[src/rtl/tsel_pkg.sv]
package tsel_pkg;

  localparam logic [2:0] MODE_EXT_TRIG = 3'b111;

  typedef enum logic [2:0] {
    SRC_PEER0    = 3'b000,
    SRC_PEER1    = 3'b001,
    SRC_PEER2    = 3'b010,
    SRC_PEER3    = 3'b011,
    SRC_CH1_ANY  = 3'b100,
    SRC_CH1_LVL  = 3'b101,
    SRC_CH2_LVL  = 3'b110,
    SRC_EXT_LVL  = 3'b111
  } trig_src_e;

  typedef struct packed {
    logic      tickAlways;
    logic      tickExt;
    logic      tickTrig;
    trig_src_e trigSrc;
  } tick_strobe_t;

endpackage

[src/rtl/tsel_sync2.sv]
module tsel_sync2 #(
  parameter int W = 3
) (
  input  logic         clk,
  input  logic         rstN,
  input  logic [W-1:0] asyncIn,
  output logic [W-1:0] syncOut
);
  logic [W-1:0] stage1;

  always_ff @(posedge clk or negedge rstN) begin
    if (!rstN) begin
      stage1  <= '0;
      syncOut <= '0;
    end else begin
      stage1  <= asyncIn;
      syncOut <= stage1;
    end
  end
endmodule

[src/rtl/tsel_filter.sv]
module tsel_filter #(
  parameter int CNT_W = 4
) (
  input  logic             clk,
  input  logic             rstN,
  input  logic             din,
  input  logic [CNT_W-1:0] thresh,
  output logic             dout
);
  logic [CNT_W-1:0] runLen;
  logic [CNT_W:0]   need;
  logic [CNT_W:0]   nextLen;

  always_comb begin
    need    = (thresh == '0) ? {{CNT_W{1'b0}}, 1'b1} : {1'b0, thresh};
    nextLen = {1'b0, runLen} + {{CNT_W{1'b0}}, 1'b1};
  end

  always_ff @(posedge clk or negedge rstN) begin
    if (!rstN) begin
      runLen <= '0;
      dout   <= 1'b0;
    end else if (din == dout) begin
      runLen <= '0;
    end else if (nextLen >= need) begin
      dout   <= din;
      runLen <= '0;
    end else begin
      runLen <= nextLen[CNT_W-1:0];
    end
  end
endmodule

[src/rtl/tsel_ext_cond.sv]
module tsel_ext_cond #(
  parameter int DIV_W = 2
) (
  input  logic             clk,
  input  logic             rstN,
  input  logic             syncIn,
  input  logic             invert,
  input  logic [DIV_W-1:0] divExp,
  output logic             divOut
);
  localparam int DCNT_W = (1 << DIV_W) - 1;

  logic              polarized;
  logic              prevPol;
  logic              riseSeen;
  logic [DCNT_W-1:0] edgeCnt;
  logic [DIV_W-1:0]  tapIdx;

  always_comb begin
    polarized = syncIn ^ invert;
    riseSeen  = polarized & ~prevPol;
    tapIdx    = divExp - {{(DIV_W-1){1'b0}}, 1'b1};
    divOut    = (divExp == '0) ? polarized : edgeCnt[tapIdx];
  end

  always_ff @(posedge clk or negedge rstN) begin
    if (!rstN) begin
      prevPol <= 1'b0;
      edgeCnt <= '0;
    end else begin
      prevPol <= polarized;
      if (riseSeen) edgeCnt <= edgeCnt + 1'b1;
    end
  end
endmodule

[src/rtl/tsel_control.sv]
module tsel_control
  import tsel_pkg::*;
(
  input  logic         clk,
  input  logic         rstN,
  input  logic         extTrigClkEn,
  input  logic [2:0]   modeSel,
  input  logic [2:0]   trigSel,
  output tick_strobe_t strobe
);
  logic liveQ;

  always_ff @(posedge clk or negedge rstN) begin
    if (!rstN) liveQ <= 1'b0;
    else       liveQ <= 1'b1;
  end

  always_comb begin
    strobe.trigSrc    = trig_src_e'(trigSel);
    strobe.tickExt    = liveQ & extTrigClkEn;
    strobe.tickTrig   = liveQ & ~extTrigClkEn & (modeSel == MODE_EXT_TRIG);
    strobe.tickAlways = liveQ & ~extTrigClkEn & (modeSel != MODE_EXT_TRIG);
  end
endmodule

[src/rtl/tsel_datapath.sv]
module tsel_datapath
  import tsel_pkg::*;
#(
  parameter int ITR_N  = 4,
  parameter int FILT_W = 4,
  parameter int DIV_W  = 2
) (
  input  logic              clk,
  input  logic              rstN,
  input  logic              extTrigPin,
  input  logic              ch1Pin,
  input  logic              ch2Pin,
  input  logic [ITR_N-1:0]  peerTrig,
  input  logic              extTrigInvert,
  input  logic [DIV_W-1:0]  extTrigDiv,
  input  logic [FILT_W-1:0] extTrigFilt,
  input  logic [FILT_W-1:0] ch1Filt,
  input  logic [FILT_W-1:0] ch2Filt,
  input  logic              ch2Falling,
  input  tick_strobe_t      strobe,
  output logic              countEn
);
  localparam int PIN_N     = 3;
  localparam int ITR_SEL_W = (ITR_N > 1) ? $clog2(ITR_N) : 1;

  logic [PIN_N-1:0]  pinSync;
  logic [PIN_N-1:0]  filtIn;
  logic [PIN_N-1:0]  filtOut;
  logic [FILT_W-1:0] filtThr [PIN_N];
  logic              extDiv;
  logic              extPrev, ch1Prev, ch2Prev;
  logic [ITR_N-1:0]  peerPrev;
  logic [ITR_N-1:0]  peerRise;
  logic              extEdge, ch1Any, ch1Rise, ch2Edge, trigPulse;

  tsel_sync2 #(.W(PIN_N)) u_sync (
    .clk     (clk),
    .rstN    (rstN),
    .asyncIn ({ch2Pin, ch1Pin, extTrigPin}),
    .syncOut (pinSync)
  );

  tsel_ext_cond #(.DIV_W(DIV_W)) u_extCond (
    .clk    (clk),
    .rstN   (rstN),
    .syncIn (pinSync[0]),
    .invert (extTrigInvert),
    .divExp (extTrigDiv),
    .divOut (extDiv)
  );

  always_comb begin
    filtIn     = {pinSync[2], pinSync[1], extDiv};
    filtThr[0] = extTrigFilt;
    filtThr[1] = ch1Filt;
    filtThr[2] = ch2Filt;
  end

  for (genvar gi = 0; gi < PIN_N; gi++) begin : g_filt
    tsel_filter #(.CNT_W(FILT_W)) u_filt (
      .clk    (clk),
      .rstN   (rstN),
      .din    (filtIn[gi]),
      .thresh (filtThr[gi]),
      .dout   (filtOut[gi])
    );
  end

  always_ff @(posedge clk or negedge rstN) begin
    if (!rstN) begin
      extPrev <= 1'b0;
      ch1Prev <= 1'b0;
      ch2Prev <= 1'b0;
    end else begin
      extPrev <= filtOut[0];
      ch1Prev <= filtOut[1];
      ch2Prev <= filtOut[2];
    end
  end

  always_ff @(posedge clk) begin
    peerPrev <= peerTrig;
  end

  always_comb begin
    extEdge  = filtOut[0] & ~extPrev;
    ch1Any   = filtOut[1] ^ ch1Prev;
    ch1Rise  = filtOut[1] & ~ch1Prev;
    ch2Edge  = ch2Falling ? (~filtOut[2] & ch2Prev) : (filtOut[2] & ~ch2Prev);
    peerRise = peerTrig & ~peerPrev;
    case (strobe.trigSrc)
      SRC_CH1_ANY: trigPulse = ch1Any;
      SRC_CH1_LVL: trigPulse = ch1Rise;
      SRC_CH2_LVL: trigPulse = ch2Edge;
      SRC_EXT_LVL: trigPulse = extEdge;
      default:     trigPulse = peerRise[strobe.trigSrc[ITR_SEL_W-1:0]];
    endcase
    countEn = strobe.tickAlways
            | (strobe.tickExt  & extEdge)
            | (strobe.tickTrig & trigPulse);
  end
endmodule

[src/rtl/tick_source_select.sv]
module tick_source_select
  import tsel_pkg::*;
#(
  parameter int ITR_N  = 4,
  parameter int FILT_W = 4,
  parameter int DIV_W  = 2
) (
  input  logic              clk,
  input  logic              rstN,
  input  logic              extTrigPin,
  input  logic              ch1Pin,
  input  logic              ch2Pin,
  input  logic [ITR_N-1:0]  peerTrig,
  input  logic              extTrigClkEn,
  input  logic [2:0]        modeSel,
  input  logic [2:0]        trigSel,
  input  logic              extTrigInvert,
  input  logic [DIV_W-1:0]  extTrigDiv,
  input  logic [FILT_W-1:0] extTrigFilt,
  input  logic [FILT_W-1:0] ch1Filt,
  input  logic [FILT_W-1:0] ch2Filt,
  input  logic              ch2Falling,
  output logic              countEn
);
  tick_strobe_t strobe;

  tsel_control u_ctrl (
    .clk          (clk),
    .rstN         (rstN),
    .extTrigClkEn (extTrigClkEn),
    .modeSel      (modeSel),
    .trigSel      (trigSel),
    .strobe       (strobe)
  );

  tsel_datapath #(
    .ITR_N  (ITR_N),
    .FILT_W (FILT_W),
    .DIV_W  (DIV_W)
  ) u_dp (
    .clk           (clk),
    .rstN          (rstN),
    .extTrigPin    (extTrigPin),
    .ch1Pin        (ch1Pin),
    .ch2Pin        (ch2Pin),
    .peerTrig      (peerTrig),
    .extTrigInvert (extTrigInvert),
    .extTrigDiv    (extTrigDiv),
    .extTrigFilt   (extTrigFilt),
    .ch1Filt       (ch1Filt),
    .ch2Filt       (ch2Filt),
    .ch2Falling    (ch2Falling),
    .strobe        (strobe),
    .countEn       (countEn)
  );
endmodule

[config.mk]
export PLATFORM = sky130hd
export DESIGN_NAME = tick_source_select
export DESIGN_NICKNAME = d
export VERILOG_FILES = /design/src/rtl/tsel_pkg.sv /design/src/rtl/tsel_sync2.sv /design/src/rtl/tsel_filter.sv /design/src/rtl/tsel_ext_cond.sv /design/src/rtl/tsel_control.sv /design/src/rtl/tsel_datapath.sv /design/src/rtl/tick_source_select.sv
export SDC_FILE = /design/constraint.sdc
export NUM_CORES = 1
export LEC_CHECK = 0
export ABC_AREA = 1
export BUFFER_PORTS_ARGS = -buffer_cell sky130_fd_sc_hd__buf_4
export CAP_MARGIN = 20
export CORE_MARGIN = 2
export CORE_UTILIZATION = 60
export CTS_BUF_LIST = sky130_fd_sc_hd__clkbuf_4
export DETAILED_ROUTE_END_ITERATION = 12
export GPL_ROUTABILITY_DRIVEN = 0
export PLACE_DENSITY = 0.87
export SKIP_LAST_GASP = 1
export SYNTH_ARGS = -nofsm -noshare
export SYNTH_HDL_FRONTEND = slang
export SYNTH_SLANG_ARGS = --single-unit
[constraint.sdc]
create_clock -name clk -period 2.97 [get_ports clk]
set_input_delay 0.1485 -clock clk [delete_from_list [all_inputs] [get_ports clk]]
set_output_delay 0.1485 -clock clk [all_outputs]
set_load 0.1 [all_outputs]
After elaboration in Yosys (flattened, before gate mapping)
Cells that the tools add are included.
{"block": "totals", "register_bits": 33, "latch_bits": 0, "ramBits": 0, "rom_bits": 0, "in_bits": 32, "output_inout_bits": 1, "wordCells": 83, "mem_count": 0}
{"block": "op_classes", "n_addsub": 5, "multipliers": 0, "div": 0, "n_lt_le_gt_ge": 5, "n_eq_ne": 9, "n_shift": 0, "muxes": 16, "n_bitwise": 26, "reduce_logical": 7}
{"cell": "$mux 4", "count": 9}
{"cell": "$add 4x1->5 const B", "count": 3}
{"cell": "$eq 3x3->1 const B", "count": 5}
{"cell": "$ge 5x4->1", "count": 3}
{"cell": "$logic_not 4->1", "count": 3}
{"cell": "$and 1x1->1", "count": 11}
{"cell": "$not 1->1", "count": 9}
{"cell": "$lt 2x3->1 const B", "count": 2}
{"cell": "$reduce_and 2->1", "count": 3}
{"cell": "$and 4x4->4", "count": 1}
{"cell": "$bmux 1 s2", "count": 2}
{"cell": "$mux 1", "count": 4}
{"cell": "$not 4->4", "count": 1}
{"cell": "$pmux 1 s4", "count": 1}
{"cell": "$add 3x1->3 const B", "count": 1}
{"cell": "$eq 1x1->1", "count": 3}
{"cell": "$ne 3x3->1 const B", "count": 1}
{"cell": "$logic_not 2->1", "count": 1}
{"cell": "$or 1x1->1", "count": 2}
{"cell": "$sub 2x1->2 const B", "count": 1}
{"cell": "$xor 1x1->1", "count": 2}

Longest topological paths before layout
{"block": "depth", "depth_word": 7, "depth_mapped": 11, "ltp_nobuf": 11}

Hierarchy
From an unflattened synthesis, not the netlist that was laid out.
{"block": "unflattened", "cells_unflattened": 237, "hier_area_um2": 1903.1}
{"module": "tsel_filter", "instances": 3, "cells_each": 42, "area_per_inst_um2": 349.1, "seq_area_each_um2": 125.1}
{"module": "tsel_datapath", "instances": 1, "cells_each": 50, "area_per_inst_um2": 347.8, "seq_area_each_um2": 155.1}
{"module": "tsel_ext_cond", "instances": 1, "cells_each": 40, "area_per_inst_um2": 262.8, "seq_area_each_um2": 100.1}
{"module": "tsel_sync2", "instances": 1, "cells_each": 6, "area_per_inst_um2": 150.1, "seq_area_each_um2": 150.1}
{"module": "tsel_control", "instances": 1, "cells_each": 15, "area_per_inst_um2": 95.1, "seq_area_each_um2": 25.0}

Worst setup path before layout
No wires, ideal clock.
{"block": "synth_timing", "path_kind": "register to output", "start": "reg u_dp.g_filt[1].u_filt.dout", "end": "out countEn", "arrival_time_ps": 1624, "required_ps": 2822, "setup_slack_ps": 1197, "path_stages_with_launch": 9, "n_path_buf": 0, "cell_sequence": "dfrtp_1 -> ha_1 -> inv_1 -> nand2_1 -> nand2_1 -> nor2_1 -> nand3_1 -> nand3_1 -> nand2_1"}
{"block": "synth_between", "elab_chain_len": 4, "elab_cells_between_ends": 5, "cone_classes": "mux (1); bitwise (4)"}
{"element": "start: declaration", "line_no": "tsel_filter.sv:8", "source": "output logic dout"}
{"element": "start signal: assignment", "line_no": "tsel_filter.sv:26", "source": "dout <= din;"}
{"element": "$and 1x1->1 / $xor 1x1->1 (equally long branches)", "line_no": "tsel_datapath.sv:88, tsel_datapath.sv:87"}
{"element": "$pmux 1 s4 (*)", "line_no": "tsel_datapath.sv:91", "source": "case (strobe.trigSrc)"}
{"element": "$and 1x1->1 (*)", "line_no": "tsel_datapath.sv:100", "source": "| (strobe.tickTrig & trigPulse);"}
{"element": "$or 1x1->1 (*)", "line_no": "tsel_datapath.sv:100"}
{"element": "end: declaration", "line_no": "tick_source_select.sv:23", "source": "output logic countEn"}
Mark *: on every way between the ends. The rest lies on a longest branch, timed or not.

Worst setup path in the final report
{"block": "layout_timing", "start": "reg u_dp.g_filt[1].u_filt.runLen[0]", "end": "reg u_dp.g_filt[1].u_filt.dout"}
{"block": "layout_between", "elab_chain_len": 3}
{"element": "start: declaration", "line_no": "tsel_filter.sv:10", "source": "logic [CNT_W-1:0] runLen;"}
{"element": "start signal: assignment", "line_no": "tsel_filter.sv:29", "source": "runLen <= nextLen[CNT_W-1:0];"}
{"element": "$add 4x1->5", "line_no": "tsel_filter.sv:16", "source": "nextLen = {1'b0, runLen} + {{CNT_W{1'b0}}, 1'b1};"}
{"element": "$ge 5x4->1", "line_no": "tsel_filter.sv:25", "source": "end else if (nextLen >= need) begin"}
{"element": "$reduce_and 2->1 (no line)"}
No other way between the ends.
A chain may end at the register's enable or synchronous reset.

==> out/results.ini <==
[run_status]
status = complete, no violations

[cells_and_area]
syn_to_final_growth_pct = 23.5
fin_nets = 341
utilization_pct = 78.2
antenna_cells = 0
layout-drive-gt1-share_pct = 17.8

[routing]
dr.pass1.iters = 4
wl_per_cell_microns = 10.7
postRouteAntennaNets = 0
drc = 0
dr.first_iter.drc_count = 54
vias = 1623
routed_wl_microns = 3600
vias_per_cell = 4.83

[floorplanning]
die_y_microns = 60.8
die_w_microns = 60.8
num_rows = 20
ios = 33
die_area_sq_um = 3690
core_area_sq_um = 3050
start_util_pct = 63.3

[place]
io_buffers = 32
dp_hpwl_microns = 2690
pre_cts_slack_ns = 1.11

[logic_synthesis]
seq_area_frac_synth_pct = 41.7
synth_top_cell_area_share_pct = 37.5
synth_area_leaders = dfrtp_1, nand2_1, ha_1, inv_1, nand4_1
synth-edff-count = 0
syn_avg_cell_area_sq_um = 7.92
yosysMostFrequentCell = nand2_1
syn_area_sq_um = 1930
dominantRegCellSynth = dfrtp_1
yosys_warnings = 0
synth.largest_area_cell = dfrtp_1
synth_commonest_cells = nand2_1, inv_1, dfrtp_1, nor2_1, ha_1
synth_nets = 294
synth-seq-cells = 33
synthCells = 244
yosysUniqueCellTypes = 19
async_reset_ff_share_pct = 87.9

[power]
ir_drop_mv = 0.624
power.leakage_nw = 1.40
finalPower_mw = 1.60
power_density_nw_per_um2 = 672

[sta]
post-route-period-util_pct = 65.2
fin_skew_ns = 0.00749
rsz0062_at_grt = false
fin_setup_tns_ns = 0
setup_slack_ns = 1.03
maxSlewViolCount = 0
finalCriticalPeriod_ns = 1.94
clock.fmax_mhz = 516
final-hold-violation-count = 0
setup_viol = 0

[hold_path]
min_from = extTrigInvert
hold_class = in -> reg

[global_route]
grt_overflow = 0
antenna_found_initial = 0
grt_use_total_pct = 23.7
met3_usage_pct = 4.48
grt_pass1_wl_microns = 6330
busiest_layer = met2
grtUsageMet2_pct = 43.5
met1_usage_pct = 25.3
grt_pass1_vias = 1630
grt_max_degree = 30

[clock_tree]
cts_max_path_buffers = 2
clk_latency_ns = 0.34
cts_buffers = 5
clk_pin_slew_worst_paths_ns = 0.10
post_cts_buffers = 0
root_buffer = clkbuf_4
cts_max_level = 2
hold_buffers = 8
cts_tree = done
cts.sinks = 33
cts_resized = 0

[critical_path]
end_kind = flip-flop
slowest_stage = dfrtp_1
crit_path_start = u_dp.g_filt[1].u_filt.runLen[0]$_DFF_PN0_
worstSetupEndpoint = u_dp.g_filt[1].u_filt.dout$_DFFE_PN0P_
cp_common_cell = nand2_1
required_ns = 3.21
worst-r2r-cell-count = 11
r2r_slack_ns = 1.03
slowest_delay_ns = 0.43
worstSetupPathType = reg -> reg
r2r-end = u_dp.g_filt[1].u_filt.dout$_DFFE_PN0P_
cp.arrival_ns = 2.18
cp-start-kind = flip-flop
cp_max_fo = 5
r2r_start = u_dp.g_filt[1].u_filt.runLen[0]$_DFF_PN0_
worstPathCellList = ha_1 -> xor2_1 -> ha_1 -> nand2_1 -> nand2_1 -> nand3_1 -> nand2_1 -> inv_1 -> nand3_2 -> nand2_1 -> nand2_1

[run]
maxCapViolCount = 0

-- state kept, by name (all words and copies together), names as in the netlist, 3 cells and up --
name                       count
u_dp.u_sync.syncOut            3
u_dp.u_extCond.edgeCnt         3
u_dp.g_filt.u_filt.dout        3
u_dp.u_sync.stage1             3
u_dp.g_filt.u_filt.runLen     12
u_dp.peerPrev                  4
-- stage by stage --
step                hold slack, ns  std cells  area, sq um
finish                      0.0956        336         2390
global placement            0.0856        320         2230
detailed placement          0.0875        320         2230
CTS                         0.0869        336         2390
global route                 0.109        336         2390
floorplan                   -0.147        244         1930
-- cells in the final DEF (no fill, tap or decap) --
cell | Yosys | final
o2bb2ai_1 | 1 | 1
nand4_1 | 13 | 13
bufinv_16 | 0 | 1
nand3_1 | 14 | 14
dlygate4sd3_1 | 0 | 8
buf_4 | 0 | 32
a31o_2 | 3 | 3
nand2_2 | 2 | 2
ha_1 | 18 | 18
a21oi_1 | 1 | 1
nand2_1 | 62 | 62
clkinv_1 | 0 | 1
inv_1 | 56 | 56
xor2_1 | 6 | 6
clkbuf_4 | 0 | 6
nand3_2 | 6 | 6
inv_2 | 1 | 1
conb_1 | 1 | 1
nor3_1 | 1 | 1
dfxtp_1 | 4 | 4
dfrtp_1 | 29 | 29
xnor2_2 | 1 | 1
xnor2_1 | 4 | 4
nor2_1 | 21 | 21
-- kinds of logic after synthesis --
group	Yosys count	share of synthesized area (%)
other	1	0.194
xor gates and xnor gates	11	5.37
adders and majority gates	18	11.7
AOI/OAI and AO/OA	5	2.07
buffers and inverters	57	11.1
and+or+nand+nor	119	28.0
DFF	33	41.7
-- area by class of cell --
cell class                 instances  area [sq um]
fill                             223           666
inverter                          57           214
multi-input combinational        154           913
clock inverter                     2          33.8
timing repair buffer              40           320
sequential                        33           806
clock buffer                       6          45.0
tap                               44          55.1
-- routing by layer --
metal  part of all wire (%)  vias up
met1                     43      723
met5                      0        -
met3                    4.3       11
met4                    3.4        0
li1                       -      849
met2                     50       40
-- critical path: cells and delay by family, from the launching register on --
kind                     cells  cell delay (ns)
XOR/XNOR                     1             0.29
adder cells (fa/ha/maj)      2             0.57
buffers and inverters        1             0.08
flip-flops                   1             0.43
AND/OR/NAND/NOR              7             0.47
-- where the power goes --
group	leakage [nW]	total (mW)	internal (mW)	switching, mW
Clock	0.0433	0.333	0.184	0.149
Combinational	0.955	0.631	0.260	0.371
Sequential	0.397	0.640	0.556	0.0848
Total	1.40	1.60	1.00	0.605
-- how the worst min path moves through the flow --
stage | to | cells past startpoint | slack [ns]
global placement | u_dp.g_filt[1].u_filt.runLen[0]$_DFF_PN0_ | 1 | 0.09
global route | u_dp.u_extCond.prevPol$_DFF_PN0_ | 3 | 0.11
finish | u_dp.u_extCond.prevPol$_DFF_PN0_ | 3 | 0.1
CTS | u_dp.u_extCond.prevPol$_DFF_PN0_ | 3 | 0.09
detailed placement | u_dp.g_filt[1].u_filt.runLen[2]$_DFF_PN0_ | 1 | 0.09
floorplan | u_ctrl.liveQ$_DFF_PN0_ | 0 | -0.15
Power figures use the tool's default switching activity.
